File: config.mk
export PLATFORM = sky130hd
export DESIGN_NAME = snd_fader_i2c_wr
export DESIGN_NICKNAME = d
export VERILOG_FILES = /design/src/rtl/snd_i2c_pkg.sv /design/src/rtl/i2c_line_sync.sv /design/src/rtl/i2c_wr_engine.sv /design/src/rtl/ctrl_reg_bank.sv /design/src/rtl/snd_fader_i2c_wr.sv
export SDC_FILE = /design/constraint.sdc
export NUM_CORES = 1
export LEC_CHECK = 0
export ABC_CLOCK_PERIOD_IN_PS = 1950
export CAP_MARGIN = 20
export CORE_UTILIZATION = 46
export CTS_CLUSTER_DIAMETER = 60
export DETAILED_ROUTE_END_ITERATION = 10
export PLACE_DENSITY = 0.8
export SETUP_SLACK_MARGIN = 0.05
export SLEW_MARGIN = 10
export SYNTH_ARGS = -nofsm -noshare
export SYNTH_HDL_FRONTEND = slang
export SYNTH_SLANG_ARGS = --single-unit
File: constraint.sdc
create_clock -name clk_i -period 1.95 [get_ports clk_i]
set_input_delay 0.585 -clock clk_i [delete_from_list [all_inputs] [get_ports clk_i]]
set_output_delay 0.585 -clock clk_i [all_outputs]
set_load 0.01 [all_outputs]
File: src/rtl/snd_i2c_pkg.sv
package snd_i2c_pkg;
  localparam int BYTE_W = 8;
  typedef enum logic [2:0] {
    ST_IDLE,
    ST_ADDR,
    ST_SUB,
    ST_DATA,
    ST_SKIP
  } bus_state_e;
endpackage

File: src/rtl/i2c_line_sync.sv
module i2c_line_sync #(
  parameter int STAGES = 2
) (
  input  logic clk_i,
  input  logic rst_ni,
  input  logic scl_i,
  input  logic sda_i,
  output logic sda_o,
  output logic scl_rise_o,
  output logic scl_fall_o,
  output logic start_o,
  output logic stop_o
);
  logic [STAGES-1:0] scl_ff, sda_ff;
  logic scl_q, sda_q, scl_s, sda_s;

  for (genvar i = 0; i < STAGES; i++) begin : g_sync
    always_ff @(posedge clk_i or negedge rst_ni) begin
      if (!rst_ni) begin
        scl_ff[i] <= 1'b1;
        sda_ff[i] <= 1'b1;
      end else if (i == 0) begin
        scl_ff[i] <= scl_i;
        sda_ff[i] <= sda_i;
      end else begin
        scl_ff[i] <= scl_ff[(i == 0) ? 0 : i-1];
        sda_ff[i] <= sda_ff[(i == 0) ? 0 : i-1];
      end
    end
  end

  assign scl_s = scl_ff[STAGES-1];
  assign sda_s = sda_ff[STAGES-1];

  always_ff @(posedge clk_i or negedge rst_ni) begin
    if (!rst_ni) begin
      scl_q <= 1'b1;
      sda_q <= 1'b1;
    end else begin
      scl_q <= scl_s;
      sda_q <= sda_s;
    end
  end

  assign sda_o      = sda_s;
  assign scl_rise_o = scl_s & ~scl_q;
  assign scl_fall_o = ~scl_s & scl_q;
  // SDA edge while SCL stays high
  assign start_o    = scl_s & scl_q & sda_q & ~sda_s;
  assign stop_o     = scl_s & scl_q & ~sda_q & sda_s;
endmodule

File: src/rtl/i2c_wr_engine.sv
module i2c_wr_engine
  import snd_i2c_pkg::*;
#(
  parameter logic [6:0] DEV_ADDR = 7'h40,
  parameter int         IDX_W    = 3
) (
  input  logic              clk_i,
  input  logic              rst_ni,
  input  logic              sda_i,
  input  logic              scl_rise_i,
  input  logic              scl_fall_i,
  input  logic              start_i,
  input  logic              stop_i,
  output logic              sda_oe_o,
  output logic              wr_stb_o,
  output logic [IDX_W-1:0]  wr_idx_o,
  output logic [BYTE_W-1:0] wr_data_o
);
  localparam logic [3:0] FULL = 4'(BYTE_W);

  bus_state_e        state_q;
  logic [3:0]        cnt_q;
  logic [BYTE_W-1:0] sh_q;
  logic [IDX_W-1:0]  ptr_q;
  logic              oe_q;

  always_ff @(posedge clk_i or negedge rst_ni) begin
    if (!rst_ni) begin
      state_q   <= ST_IDLE;
      cnt_q     <= '0;
      sh_q      <= '0;
      ptr_q     <= '0;
      oe_q      <= 1'b0;
      wr_stb_o  <= 1'b0;
      wr_idx_o  <= '0;
      wr_data_o <= '0;
    end else begin
      wr_stb_o <= 1'b0;
      if (stop_i) begin
        state_q <= ST_IDLE;
        cnt_q   <= '0;
        oe_q    <= 1'b0;
      end else if (start_i) begin
        state_q <= ST_ADDR;
        cnt_q   <= '0;
        oe_q    <= 1'b0;
      end else if (state_q inside {ST_ADDR, ST_SUB, ST_DATA}) begin
        if (scl_rise_i && !oe_q && cnt_q != FULL) begin
          sh_q  <= {sh_q[BYTE_W-2:0], sda_i};
          cnt_q <= cnt_q + 4'd1;
        end else if (scl_fall_i && oe_q) begin
          oe_q <= 1'b0;  // end of ack clock
        end else if (scl_fall_i && cnt_q == FULL) begin
          cnt_q <= '0;
          unique case (state_q)
            ST_ADDR: begin
              if (sh_q == {DEV_ADDR, 1'b0}) begin
                oe_q    <= 1'b1;
                state_q <= ST_SUB;
              end else begin
                state_q <= ST_SKIP;
              end
            end
            ST_SUB: begin
              ptr_q   <= sh_q[IDX_W-1:0];
              oe_q    <= 1'b1;
              state_q <= ST_DATA;
            end
            default: begin
              wr_stb_o  <= 1'b1;
              wr_idx_o  <= ptr_q;
              wr_data_o <= sh_q;
              ptr_q     <= ptr_q + 1'b1;
              oe_q      <= 1'b1;
            end
          endcase
        end
      end
    end
  end

  assign sda_oe_o = oe_q;
endmodule

File: src/rtl/ctrl_reg_bank.sv
module ctrl_reg_bank #(
  parameter int NUM_REGS = 8,
  parameter int REG_W    = 8,
  localparam int IDX_W   = $clog2(NUM_REGS)
) (
  input  logic                      clk_i,
  input  logic                      rst_ni,
  input  logic                      wr_i,
  input  logic [IDX_W-1:0]          idx_i,
  input  logic [REG_W-1:0]          data_i,
  output logic [NUM_REGS*REG_W-1:0] regs_o
);
  for (genvar k = 0; k < NUM_REGS; k++) begin : g_reg
    always_ff @(posedge clk_i or negedge rst_ni) begin
      if (!rst_ni)
        regs_o[k*REG_W +: REG_W] <= '0;
      else if (wr_i && idx_i == IDX_W'(k))
        regs_o[k*REG_W +: REG_W] <= data_i;
    end
  end
endmodule

File: src/rtl/snd_fader_i2c_wr.sv
module snd_fader_i2c_wr #(
  parameter logic [6:0] DEV_ADDR    = 7'h40,
  parameter int         NUM_REGS    = 8,
  parameter int         SYNC_STAGES = 2,
  localparam int        REG_W       = snd_i2c_pkg::BYTE_W,
  localparam int        IDX_W       = $clog2(NUM_REGS)
) (
  input  logic                      clk_i,
  input  logic                      rst_ni,
  input  logic                      scl_i,
  input  logic                      sda_i,
  output logic                      sda_oe_o,
  output logic                      wr_stb_o,
  output logic [IDX_W-1:0]          wr_idx_o,
  output logic [REG_W-1:0]          wr_data_o,
  output logic [NUM_REGS*REG_W-1:0] regs_o
);
  logic sda_s, scl_rise, scl_fall, start_ev, stop_ev;

  i2c_line_sync #(.STAGES(SYNC_STAGES)) u_sync (
    .clk_i, .rst_ni, .scl_i, .sda_i,
    .sda_o(sda_s), .scl_rise_o(scl_rise), .scl_fall_o(scl_fall),
    .start_o(start_ev), .stop_o(stop_ev)
  );

  i2c_wr_engine #(.DEV_ADDR(DEV_ADDR), .IDX_W(IDX_W)) u_eng (
    .clk_i, .rst_ni, .sda_i(sda_s),
    .scl_rise_i(scl_rise), .scl_fall_i(scl_fall),
    .start_i(start_ev), .stop_i(stop_ev),
    .sda_oe_o, .wr_stb_o, .wr_idx_o, .wr_data_o
  );

  ctrl_reg_bank #(.NUM_REGS(NUM_REGS), .REG_W(REG_W)) u_bank (
    .clk_i, .rst_ni, .wr_i(wr_stb_o), .idx_i(wr_idx_o),
    .data_i(wr_data_o), .regs_o
  );
endmodule

# After elaboration in Yosys (flattened, before gate mapping)
# Index checks and enable logic that the tools add are counted.
# classes
n_addsub	2
n_reduce_logical	27
mux	30
bitwise	17
eq_ne	17
# op_table
op	n
2-to-1 mux 4 bit	6
2-to-1 mux 3 bit	7
2-to-1 mux 1 bit	15
AND reduction 7 bit	2
== test 3 x 2 -> 1 bit, second input constant	4
== test 3 bit, second input constant	4
logical AND 1 bit	12
case mux 3 bit (2 select lines)	2
nonzero test 4 bit	3
inverter 1 bit	10
nonzero test 3 bit	3
== test 8 bit, second input constant	1
AND reduction 4 bit	2
bitwise AND 1 bit	7
== test 3 x 1 -> 1 bit, second input constant	2
inequality test 3 bit, second input constant	2
inequality test 5 bit, second input constant	1
AND reduction 5 bit	1
adder 4 x 1 -> 4 bit, second input constant	1
== test 4 bit, second input constant	1
inequality test 4 x 3 -> 1 bit, second input constant	1
inequality test 4 bit, second input constant	1
adder 3 x 1 -> 3 bit, second input constant	1
logical NOT 3 bit	1
3 further kinds	3
# word_totals
regBits	101
input_bits	4
out_inout_bits	77
wordCells	115

# Depth between registers and ports, before layout
# Gate-level depths: netlist of run 1.
# logic_depth
ltp_word	9
depth_mapped	7
ltp_nobuf	6

# Cells and area by module
# Synthesis of run 1 repeated with hierarchy kept, for this count alone.
# unflattened
cells_unflattened	268
area_unflattened_um2	4042.6
# modules_own_cells
module	instances	cells_per_inst	seq_area_each_um2	area_each_um2
ctrl_reg_bank	1	143	1601.5	2452.4
i2c_wr_engine	1	115	775.7	1400.1
i2c_line_sync	1	10	157.7	190.2

# Worst setup path after synthesis of run 1
# Ideal clock, no wire load.
# synth_timing
path_type	flip-flop to flip-flop
from	register u_eng.cnt_q[0]
to	register u_eng.state_q[0]
path_buffers	1
stages_incl_launch_ff	8
period_less_slack_ns	1.842
setup_ns	0.076
required_time_ns	1.874
t_arrival_ns	1.766
path_slack_ns	0.108
cell_sequence	dfrtp_1 > inv_1 > ha_1 > nand3b_4 > or4b_1 > buf_2 > a221o_1 > o21ai_1
# synth_between
elab_chain_cells	4
word_cells_on_any_way	7
cone_classes	3 x eq/ne; 4 x reduce/logical
# synth_lines
item	line_no	source
start, declared	i2c_wr_engine.sv:22	logic [3:0] cnt_q;
start signal, assigned	i2c_wr_engine.sv:50	cnt_q <= cnt_q + 4'd1;
inequality test 4 bit or == test 4 bit (tied branches)	i2c_wr_engine.sv:48, i2c_wr_engine.sv:53	
logical AND 1 bit (on tied branches)	i2c_wr_engine.sv:48, i2c_wr_engine.sv:53	
inequality test 3 bit (no line) or nonzero test 3 bit (tied branches)	--	
AND reduction 5 bit (no line) (*)	--	
end signal, assigned	i2c_wr_engine.sv:44	state_q <= ST_ADDR;
end signal, assigned	i2c_wr_engine.sv:59	state_q <= ST_SUB;
end signal, assigned	i2c_wr_engine.sv:61	state_q <= ST_SKIP;
end, declared	i2c_wr_engine.sv:21	bus_state_e state_q;
# Every way passes the cells marked *; elsewhere a longest branch is shown, timed or not.
# A chain may end at the register's enable or synchronous reset.

# Worst setup path after layout of run 1
# layout_timing
from	register u_bank.regs_o[3]
to	output port regs_o[3]
# layout_rtl
item	line_no	source
start, declared	ctrl_reg_bank.sv:11	output logic [NUM_REGS*REG_W-1:0] regs_o
start signal, assigned by index	ctrl_reg_bank.sv:18	regs_o[k*REG_W +: REG_W] <= data_i;
end, declared	snd_fader_i2c_wr.sv:16	output logic [NUM_REGS*REG_W-1:0] regs_o
# No word-level cell between the ends.

==> results of run 1 <==
-- Yosys cell counts (2+ instances only) --
cell | instances | area, µm²
nand2b_1 | 4 | 25.0
ha_1 | 3 | 37.5
nor3_1 | 2 | 10.0
clkbuf_1 | 4 | 15.0
inv_1 | 4 | 15.0
nor2_1 | 6 | 22.5
o21ai_1 | 3 | 15.0
o21ai_0 | 9 | 45.0
nor3_2 | 2 | 20.0
nand2_1 | 8 | 30.0
dfrtp_1 | 95 | 2380
dfstp_2 | 6 | 158
mux2_1 | 5 | 56.3
nand4b_1 | 3 | 26.3
nand3_1 | 3 | 15.0
buf_2 | 4 | 20.0
mux2_2 | 79 | 890
mux2i_1 | 2 | 20.0
nor3b_2 | 3 | 37.5
-- final cells by class --
cell class / instances / share of cell area (%)
inverters: 4 / 0.276
well taps: 105 / 2.42
clock buffers: 10 / 2.35
clock inverters: 6 / 1.75
multi-input cells: 155 / 26.8
flip-flops and latches: 101 / 46.7
repair buffers: 103 / 19.7
-- kinds of logic after synthesis --
logic type	share of synthesized area (%)
DFF	62.9
muxes	24.0
and+or+nand+nor	7.48
AOI/OAI and AO/OA	3.26
buffers and inverters	1.24
adders and majority gates	0.931
xor gates and xnor gates	0.217
-- report_power, final --
group / internal (µW) / total, µW / switching (µW)
sequential: 2120 / 2140 / 24.5
clock: 736 / 1450 / 713
combinational: 38.2 / 105 / 67.2
-- flip-flops by register name (all words and copies together) (netlist names), 3 cells and up --
name and count:
u_bank.regs_o 64, u_eng.sh_q 8, u_eng.wr_data_o 8, u_eng.cnt_q 4, u_eng.ptr_q 3, u_eng.state_q 3
u_eng.wr_idx_o 3
-- placed cells by master (no fill, tap or decap), drive strengths merged, types with 2 or more instances in the layout --
| cell | Yosys | final |
|---|---|---|
| nor4b | 2 | 2 |
| dlymetal6s2s | 0 | 39 |
| clkinvlp | 0 | 2 |
| o21ai | 12 | 12 |
| dfrtp | 95 | 95 |
| nor3b | 4 | 4 |
| nand2 | 8 | 8 |
| buf | 4 | 24 |
| nor3 | 4 | 4 |
| dfstp | 6 | 6 |
| nor2 | 6 | 6 |
| ha | 3 | 3 |
| nand4b | 3 | 3 |
| nand3b | 2 | 2 |
| mux2i | 2 | 2 |
| nand3 | 3 | 3 |
| clkdlybuf4s50 | 0 | 31 |
| bufinv | 0 | 2 |
| dlygate4sd2 | 0 | 9 |
| nand2b | 4 | 4 |
| clkbuf | 4 | 10 |
| inv | 4 | 6 |
| mux2 | 84 | 84 |
-- stage by stage --
stage	hold WS (ps)	area (µm²)
after CTS	279	5320
final	242	5430
after global routing	281	5430
after floorplan	289	4030
after global placement	347	5090
after detailed placement	349	5090
-- worst max path at each step --
stage / endpoint / slack, ps
3_3_place_gp: u_eng.ptr_q[2]$_DFFE_PN0P_ / 140
2_1_floorplan: u_eng.state_q[0]$_DFFE_PN0P_ / 110
4_1_cts: wr_data_o[4] / 50
3_5_place_dp: u_eng.state_q[0]$_DFFE_PN0P_ / 90
6_report: regs_o[3] / 70
5_1_grt: regs_o[3] / 10
-- layer usage --
| layer | GRT usage (%) | routed length, µm | vias up |
|---|---|---|---|
| met5 | 0 | 0 | - |
| li1 | - | - | 1178 |
| met1 | 25.6 | 3810 | 1333 |
| met2 | 32.8 | 4190 | 68 |
| met4 | 7.34 | 133 | 0 |
| met3 | 6.06 | 598 | 15 |
-- timing repair --
action,4_1_cts,5_1_grt
gates resized for setup,12,43
setup endpoints to repair,10,57
setup buffers,1,1
gates cloned,0,0
==> impl_metrics.csv, run 1 <==
group,metric,value,unit
detailed_routing,wirelength,8730,µm
timing,hold_violations,0,
clocking,clk_path_buf_depth,2,
synthesis,syn_inst,268,
detailed_routing,ant_nets,0,
timing,clock_skew,6.08,ps
synthesis,synth_nets,275,
critical_path,reg2reg_to,"u_eng.state_q[0]$_DFFE_PN0P_",
final_layout,nFillCells,600,
final_layout,multi_input_area,0.00146,mm²
critical_path,reg2regPathDepth,6,
critical_path,cpPeakStageDelay,560,ps
clocking,ctsHoldBuffers,0,
final_layout,drive_gt1_share,36.4,%
floorplan,io_pins,81,
critical_path,cp.required,1360,ps
critical_path,crit_chain,"clkdlybuf4s50_1",
critical_path,cp.depth,1,
critical_path,cp_top_family,"buffers and inverters",
critical_path,startpoint,"u_bank.regs_o[3]$_DFFE_PN0P_",
timing,fmax,532,MHz
critical_path,crit_path_top_delay_cell,"clkdlybuf4s50_1",
timing,finalMaxSlewViolations,0,
run,maxCapViolCount,0,
clocking,htreeDepth,3,
detailed_routing,vias,2594,
timing,setup_ws,69.5,ps
timing,worst_slew_pin_slew,538,ps
critical_path,endpoint_kind,"output port",
final_layout,utilization,65.2,%
final_layout,layout.nets,381,
floorplan,die_y,95.6,µm
synthesis,yosysWarningCount,0,
detailed_routing,wl_per_cell,18.0,µm
timing,finalCriticalPeriod,1880,ps
critical_path,crit_buf_inv,1,
clocking,clk_pin_slew,100,ps
floorplan,rows,33,
placement,placed_cells,466,
global_route,grt_pass1_vias,2607,
global_route,grt-ovfl-total,0,
placement,portBuffers,80,
timing,min_period_over_period,96.4,%
detailed_routing,first_pass_iters,4,
final_layout,area_growth,34.8,%
floorplan,die_area,0.00914,mm²
synthesis,synthArstFlopShare,100,%
global_route,grt_pass1_wl,13500,µm
placement,dpl.hpwl,6050,µm
clocking,cts.sinks,101,
clocking,numCtsBuffers,9,
detailed_routing,initialDrtViolationCount,65,
placement,gp_congestion,0.745,
final_layout,fin_cells,484,
timing,setup_viol,0,
timing,rsz0062_at_grt,"yes",
synthesis,mappedNetlistArea,0.00403,mm²
critical_path,r2r_start,"u_eng.cnt_q[1]$_DFFE_PN0P_",
critical_path,critical_path_arrival,1300,ps
outcome,outcome,"finished, final reports clean",
clocking,cts_tree,"built",
synthesis,yosysSeqAreaShare,62.9,%
timing,finalSetupTns,0,ps
clocking,clkLatencyLatePin,360,ps
global_route,grt_use_total,20.2,%
floorplan,core-area,0.00834,mm²
synthesis,synth-seq-cells,101,
power_and_ir_drop,p_leak,0.00329,µW
timing,relSlewSlack,64.1,%
critical_path,worstSetupPathType,"reg -> out",
floorplan,initial_utilization,48.3,%
global_route,grt_max_degree,102,
power_and_ir_drop,powerDensity,681,mW/mm²
worst_hold_path,hp-class,"in -> async",
placement,place_ws,88.3,ps
detailed_routing,drc,0,
critical_path,cp_max_fo,2,
synthesis,ys_types,42,
clocking,cts_root_buffer,"clkbuf_8",
synthesis,synth_edf_count,0,
global_route,antenna_found_initial,0,
power_and_ir_drop,total_power,3700,µW
critical_path,r2r_slack,130,ps
synthesis,ys.flop_type,"dfrtp_1",
detailed_routing,vias_per_cell,5.36,
final_layout,diodes,0,
power_and_ir_drop,irDropWorstVdd,598,µV
floorplan,fp.dieW,95.6,µm
critical_path,cp-start-kind,"flip-flop",
final_layout,seq_area,0.00254,mm²
synthesis,syn-mean-instance-area,15.0,µm²
Power figures use the tool's default switching activity.
==> inputs of run 2 (changes only) <==
--- a/config.mk
+++ b/config.mk
@@ -5,6 +5,7 @@
 export SDC_FILE = /design/constraint.sdc
 export NUM_CORES = 1
 export LEC_CHECK = 0
+export ABC_AREA = 1
 export ABC_CLOCK_PERIOD_IN_PS = 1950
 export CAP_MARGIN = 20
 export CORE_UTILIZATION = 46
==> impl_metrics.csv, run 2 <==
group,metric,value,unit
timing,rsz0062_at_grt,"no",
final_layout,nFillCells,675,
clocking,htreeDepth,3,
synthesis,syn-mean-instance-area,9.53,µm²
clocking,cts_tree,"built",
timing,setup_viol,0,
critical_path,endpoint_kind,"output port",
synthesis,yosysSeqAreaShare,62.9,%
synthesis,synth_edf_count,0,
timing,finalMaxSlewViolations,0,
timing,min_period_over_period,95.1,%
critical_path,crit_buf_inv,1,
timing,finalCriticalPeriod,1850,ps
detailed_routing,vias_per_cell,5.11,
timing,worst_slew_pin_slew,557,ps
detailed_routing,wl_met2,4530,µm
synthesis,synth_nets,430,
timing,finalSetupTns,0,ps
global_route,grt-ovfl-total,0,
critical_path,crit_chain,"clkdlybuf4s50_1",
critical_path,worstSetupPathType,"reg -> out",
critical_path,reg2regPathDepth,9,
final_layout,largest_reg_flops,64,
timing,clock_skew,11.9,ps
timing,hold_violations,0,
clocking,numCtsBuffers,9,
global_route,antenna_found_initial,0,
timing,fmax,539,MHz
final_layout,drive_gt1_share,10.3,%
global_route,grt_max_degree,56,
detailed_routing,routed.top_layer,"met4",
outcome,outcome,"finished, final reports clean",
floorplan,rows,33,
synthesis,synth-seq-cells,101,
placement,gp_congestion,0.878,
synthesis,syn_inst,423,
synthesis,yosysMostFrequentCell,"nand2_1",
detailed_routing,ant_nets,0,
critical_path,cp-start-kind,"flip-flop",
clocking,cts.sinks,101,
final_layout,layout_common_cells,"nand2_1 (123), dfrtp_1 (95), o21ai_0 (73), dlymetal6s2s_1 (56), inv_1 (36)",
clocking,clk_pin_slew,100,ps
placement,dpl.hpwl,6390,µm
synthesis,yosys-top-cells-area,"dfrtp_1 (59%), nand2_1 (11%), o21ai_0 (9.1%)",
detailed_routing,initialDrtViolationCount,223,
detailed_routing,drc,0,
critical_path,reg2reg_to,"u_eng.wr_data_o[1]$_DFFE_PN0P_",
power_and_ir_drop,irDropWorstVdd,514,µV
clocking,clkLatencyLatePin,370,ps
floorplan,io_pins,81,
final_layout,final_common_cell,"nand2_1",
critical_path,startpoint,"u_bank.regs_o[16]$_DFFE_PN0P_",
timing,whs,122,ps
synthesis,synthArstFlopShare,100,%
floorplan,core-area,0.00834,mm²
synthesis,ys_types,25,
floorplan,initial_utilization,48.3,%
worst_hold_path,hp-class,"in -> async",
detailed_routing,vias,3172,
critical_path,cp-endpoint,"regs_o[16]",
final_layout,diodes,0,
synthesis,ys.flop_type,"dfrtp_1",
critical_path,crit_path_top_delay_cell,"clkdlybuf4s50_1",
critical_path,r2r_start,"u_eng.cnt_q[0]$_DFFE_PN0P_",
final_layout,layout.nets,518,
critical_path,critical_path_arrival,1270,ps
final_layout,reg_top3,"u_bank.regs_o (64), u_eng.sh_q (8), u_eng.wr_data_o (8)",
global_route,grt_use_total,21.3,%
run,maxCapViolCount,0,
floorplan,die_area,0.00915,mm²
critical_path,cpPeakStageDelay,540,ps
detailed_routing,wirelength,9180,µm
final_layout,area_growth,31.2,%
detailed_routing,met1Wirelength,3910,µm
clocking,clk_path_buf_depth,2,
critical_path,cp_top_family,"buffers and inverters",
power_and_ir_drop,powerDensity,664,mW/mm²
synthesis,synth_top_area_share,59.0,%
timing,relSlewSlack,62.8,%
floorplan,die_y,95.6,µm
global_route,grt_pass1_wl,14400,µm
critical_path,r2r_slack,250,ps
detailed_routing,first_pass_iters,5,
final_layout,largest_register,"u_bank.regs_o",
clocking,cts_root_buffer,"clkbuf_8",
placement,portBuffers,80,
synthesis,mappedNetlistArea,0.00403,mm²
synthesis,yosys.area.top_type,"dfrtp_1",
power_and_ir_drop,p_leak,0.00344,µW
detailed_routing,wl_met3,631,µm
critical_path,cp_max_fo,2,
global_route,grt_pass1_vias,2916,
critical_path,cp.depth,1,
detailed_routing,wl_per_cell,14.8,µm
synthesis,synth_common_cells,"nand2_1 (123), dfrtp_1 (95), o21ai_0 (73)",
critical_path,cp.required,1360,ps
synthesis,yosysWarningCount,0,
floorplan,fp.dieW,95.6,µm
## run 2: cell count changes after synthesis, moves of 18 or more
cell     previous run  this run
nand2_1             8       123
mux2_2             79         0
o21ai_0             9        73
inv_1               4        36
nor2_1              6        24
## run 2: how the worst min path moves through the flow
stage | from | endpoint
after floorplan | rst_ni | u_bank.regs_o[0]$_DFFE_PN0P_
after global placement | u_sync.sda_ff[0]$_DFF_PN1_ | u_sync.sda_o$_DFF_PN1_
after detailed placement | u_sync.scl_ff[0]$_DFF_PN1_ | u_sync.scl_s$_DFF_PN1_
after CTS | rst_ni | u_bank.regs_o[37]$_DFFE_PN0P_
after global routing | rst_ni | u_eng.wr_idx_o[0]$_DFFE_PN0P_
final | rst_ni | u_bank.regs_o[0]$_DFFE_PN0P_
## run 2: logic make-up (layout without fill, tap and decap cells)
kind of cell | count (synthesis) | after routing | synth area share (%)
buf+inv | 50 | 143 | 5.09
flops | 101 | 101 | 62.9
fa+ha+maj | 3 | 3 | 0.931
compound gates | 97 | 97 | 13.0
simple gates | 170 | 170 | 17.7
xor+xnor | 2 | 2 | 0.434
## run 2: report_power, final
group	switching (µW)	internal (µW)	total, µW
logic	82.4	31.5	114
registers	17.7	2120	2140
clock network	768	498	1270
total	868	2650	3520
## run 2: final cells by class
cell class                 count  area (µm²)  area share [%]
sequential                   101        2530            47.9
multi-input combinational    272        1290            24.4
timing repair buffer          89        1000            18.9
inverter                      38         143            2.70
tap                          105         131            2.48
clock buffer                   9         124            2.34
clock inverter                 7        65.1            1.23
## run 2: per-layer routing
metal,track usage (%),up-vias
met5,0,-
met3,5.42,8
met1,27.1,1534
met4,5.72,0
li1,-,1529
met2,36.3,101
## run 2: worst reg2reg max path: cells and delay by family (launching register included)
kind / cells / cell delay [ps]
and+or+nand+nor: 6 / 900
DFF: 1 / 430
AOI/OAI and AO/OA: 1 / 60
buffers and inverters: 1 / 70
adders and majority gates: 1 / 160
## run 2: what timing repair did
item,in CTS,in global routing
hold buffers,0,0
setup endpoints to repair,17,56
resized for setup,13,56
buffers inserted,5,0
## run 2: stage by stage
stage	util [%]	worst slack (ps)	power, µW	area, µm²	cells
finish	63.5	95.2	3520	5290	621
global route	63.5	50.1	3650	5290	621
CTS	61.8	50.1	3540	5150	621
detailed placement	59.3	254	2290	4940	600
global placement	59.3	327	2290	4940	600
floorplan	-	444	2220	4030	423
==> inputs of run 3 (changes only) <==
--- a/config.mk
+++ b/config.mk
@@ -11,7 +11,7 @@
 export CORE_UTILIZATION = 46
 export CTS_CLUSTER_DIAMETER = 60
 export DETAILED_ROUTE_END_ITERATION = 10
-export PLACE_DENSITY = 0.8
+export PLACE_DENSITY = 0.83
 export SETUP_SLACK_MARGIN = 0.05
 export SLEW_MARGIN = 10
 export SYNTH_ARGS = -nofsm -noshare
==> impl_metrics.csv, run 3 (synthesis gave the netlist of run 2 again) <==
group,metric,value,unit
floorplan,die_area,0.00915,mm²
critical_path,cp_top_family,"buffers and inverters",
critical_path,cp.required,1360,ps
power_and_ir_drop,powerDensity,719,mW/mm²
clocking,cts_root_buffer,"clkbuf_8",
detailed_routing,ant_nets,0,
placement,place_ws,259,ps
final_layout,nFillCells,654,
placement,gp_congestion,0.839,
final_layout,layout_common_cells,"nand2_1 (123), dfrtp_1 (95), o21ai_0 (73), clkdlybuf4s50_1 (42), inv_1 (36)",
final_layout,reg_top3,"u_bank.regs_o (64), u_eng.sh_q (8), u_eng.wr_data_o (8)",
floorplan,rows,33,
clocking,cts_tree,"built",
clocking,clk_pin_slew,100,ps
critical_path,crit_chain,"clkdlybuf4s50_1",
clocking,numCtsBuffers,9,
critical_path,worstSetupPathType,"reg -> out",
timing,hold_violations,0,
final_layout,multi_input_area,0.00130,mm²
final_layout,drive_gt1_share,9.55,%
timing,min_period_over_period,96.4,%
critical_path,cp_max_fo,2,
placement,dpl.hpwl,6280,µm
detailed_routing,initialDrtViolationCount,155,
final_layout,final_area,0.00529,mm²
floorplan,io_pins,81,
clocking,cts.sinks,101,
floorplan,fp.dieW,95.6,µm
final_layout,largest_register,"u_bank.regs_o",
global_route,grt_pass1_vias,2975,
global_route,antenna_found_initial,0,
global_route,grt_max_degree,37,
floorplan,core-area,0.00834,mm²
timing,relSlewSlack,62.9,%
timing,fmax,532,MHz
detailed_routing,vias_per_cell,5.15,
global_route,grt_pass1_wl,14700,µm
critical_path,endpoint_kind,"output port",
global_route,grt-ovfl-total,0,
timing,rsz0062_at_grt,"yes",
timing,finalSetupTns,0,ps
timing,worst_slew_pin_slew,554,ps
floorplan,initial_utilization,48.3,%
power_and_ir_drop,p_leak,0.00292,µW
power_and_ir_drop,irDropWorstVdd,418,µV
final_layout,diodes,0,
final_layout,layout.nets,516,
clocking,ctsHoldBuffers,0,
detailed_routing,first_pass_iters,4,
timing,setup_viol,0,
global_route,grt_use_total,21.4,%
placement,placed_cells,600,
detailed_routing,vias,3183,
timing,whs,171,ps
detailed_routing,drc,0,
critical_path,cpPeakStageDelay,550,ps
critical_path,critical_path_arrival,1300,ps
critical_path,cp-start-kind,"flip-flop",
critical_path,crit_path_top_delay_cell,"clkdlybuf4s50_1",
clocking,clk_path_buf_depth,2,
timing,finalMaxSlewViolations,0,
critical_path,crit_buf_inv,1,
placement,placed_area,0.00495,mm²
detailed_routing,wirelength,9060,µm
floorplan,die_y,95.6,µm
timing,clock_skew,11.2,ps
run,maxCapViolCount,0,
final_layout,seq_area,0.00253,mm²
clocking,clkLatencyLatePin,360,ps
final_layout,fin_cells,618,
timing,finalCriticalPeriod,1880,ps
detailed_routing,wl_per_cell,14.7,µm
final_layout,final_common_cell,"nand2_1",
clocking,htreeDepth,3,
worst_hold_path,hp-class,"in -> async",
timing,setup_ws,69.6,ps
outcome,outcome,"finished, final reports clean",
final_layout,largest_reg_flops,64,
placement,portBuffers,80,
final_layout,area_growth,31.1,%
==> run 3: cell types whose count changed in the layout (fill, tap and decap cells not counted), moves of 3 or more <==
cell and change:
buf_4 -3, bufinv_16 +3, clkdlybuf4s50_1 +32, dlygate4sd2_1 -6
dlymetal6s2s_1 -26, inv_8 -3
==> run 3: power by group <==
part,switching [µW],internal [µW],leakage [µW]
Sequential,18.6,2120,0.00139
Combinational,81.1,34.0,0.00141
Clock,700,853,0.000117
==> run 3: per-stage QoR <==
stage	power, µW	utilization (%)
final	3800	63.4
after global placement	2290	59.4
after floorplan	2220	-
after CTS	3820	62.4
after global routing	3920	63.4
after detailed placement	2290	59.4
==> run 3: timing repair <==
action / in CTS / in global routing
setup buffers: 3 / 0
setup endpoints to repair: 10 / 34
resized for setup: 7 / 31
==> run 3: path summary, 6_finish.rpt <==
| kind | from | end | slack (ps) | cells after the start |
|---|---|---|---|---|
| max in group asynchronous | rst_ni | u_sync.scl_s$_DFF_PN1_ | 1160 | 2 |
| setup / recovery | u_eng.wr_data_o[3]$_DFFE_PN0P_ | wr_data_o[3] | 70 | 1 |
| hold reg to reg | u_sync.sda_ff[0]$_DFF_PN1_ | u_sync.sda_o$_DFF_PN1_ | 360 | 0 |
| hold / removal | rst_ni | u_bank.regs_o[38]$_DFFE_PN0P_ | 170 | 1 |
| setup reg to reg | u_eng.cnt_q[0]$_DFFE_PN0P_ | u_eng.wr_idx_o[1]$_DFFE_PN0P_ | 240 | 9 |
| min in group clk_i | u_sync.sda_ff[0]$_DFF_PN1_ | u_sync.sda_o$_DFF_PN1_ | 360 | 0 |
==> run 3: worst reg2reg max path, stage by stage, from the launching register on <==
cell,delay (ps)
dfrtp_1,430
inv_1,80
ha_1,160
nand2_1,70
nor2_2,90
nand2_2,80
nor3_4,310
nand2_8,200
nand2_1,130
o21ai_2,60
==> run 3: routing by layer <==
metal  global-route usage, %  vias to the layer above  routed length, µm
met5                       0                        -                  0
met4                    8.46                        0                210
met3                    3.59                       17                516
met2                    35.5                      110               4520
met1                    27.9                     1528               3820
li1                        -                     1528                  -
==> run 3: cell type report <==
class | count | area share [%]
inverters | 38 | 2.70
clock inverters | 5 | 2.04
repair buffers | 87 | 17.8
well taps | 105 | 2.48
multi-input cells | 272 | 24.6
flip-flops and latches | 101 | 47.9
clock buffers | 10 | 2.41
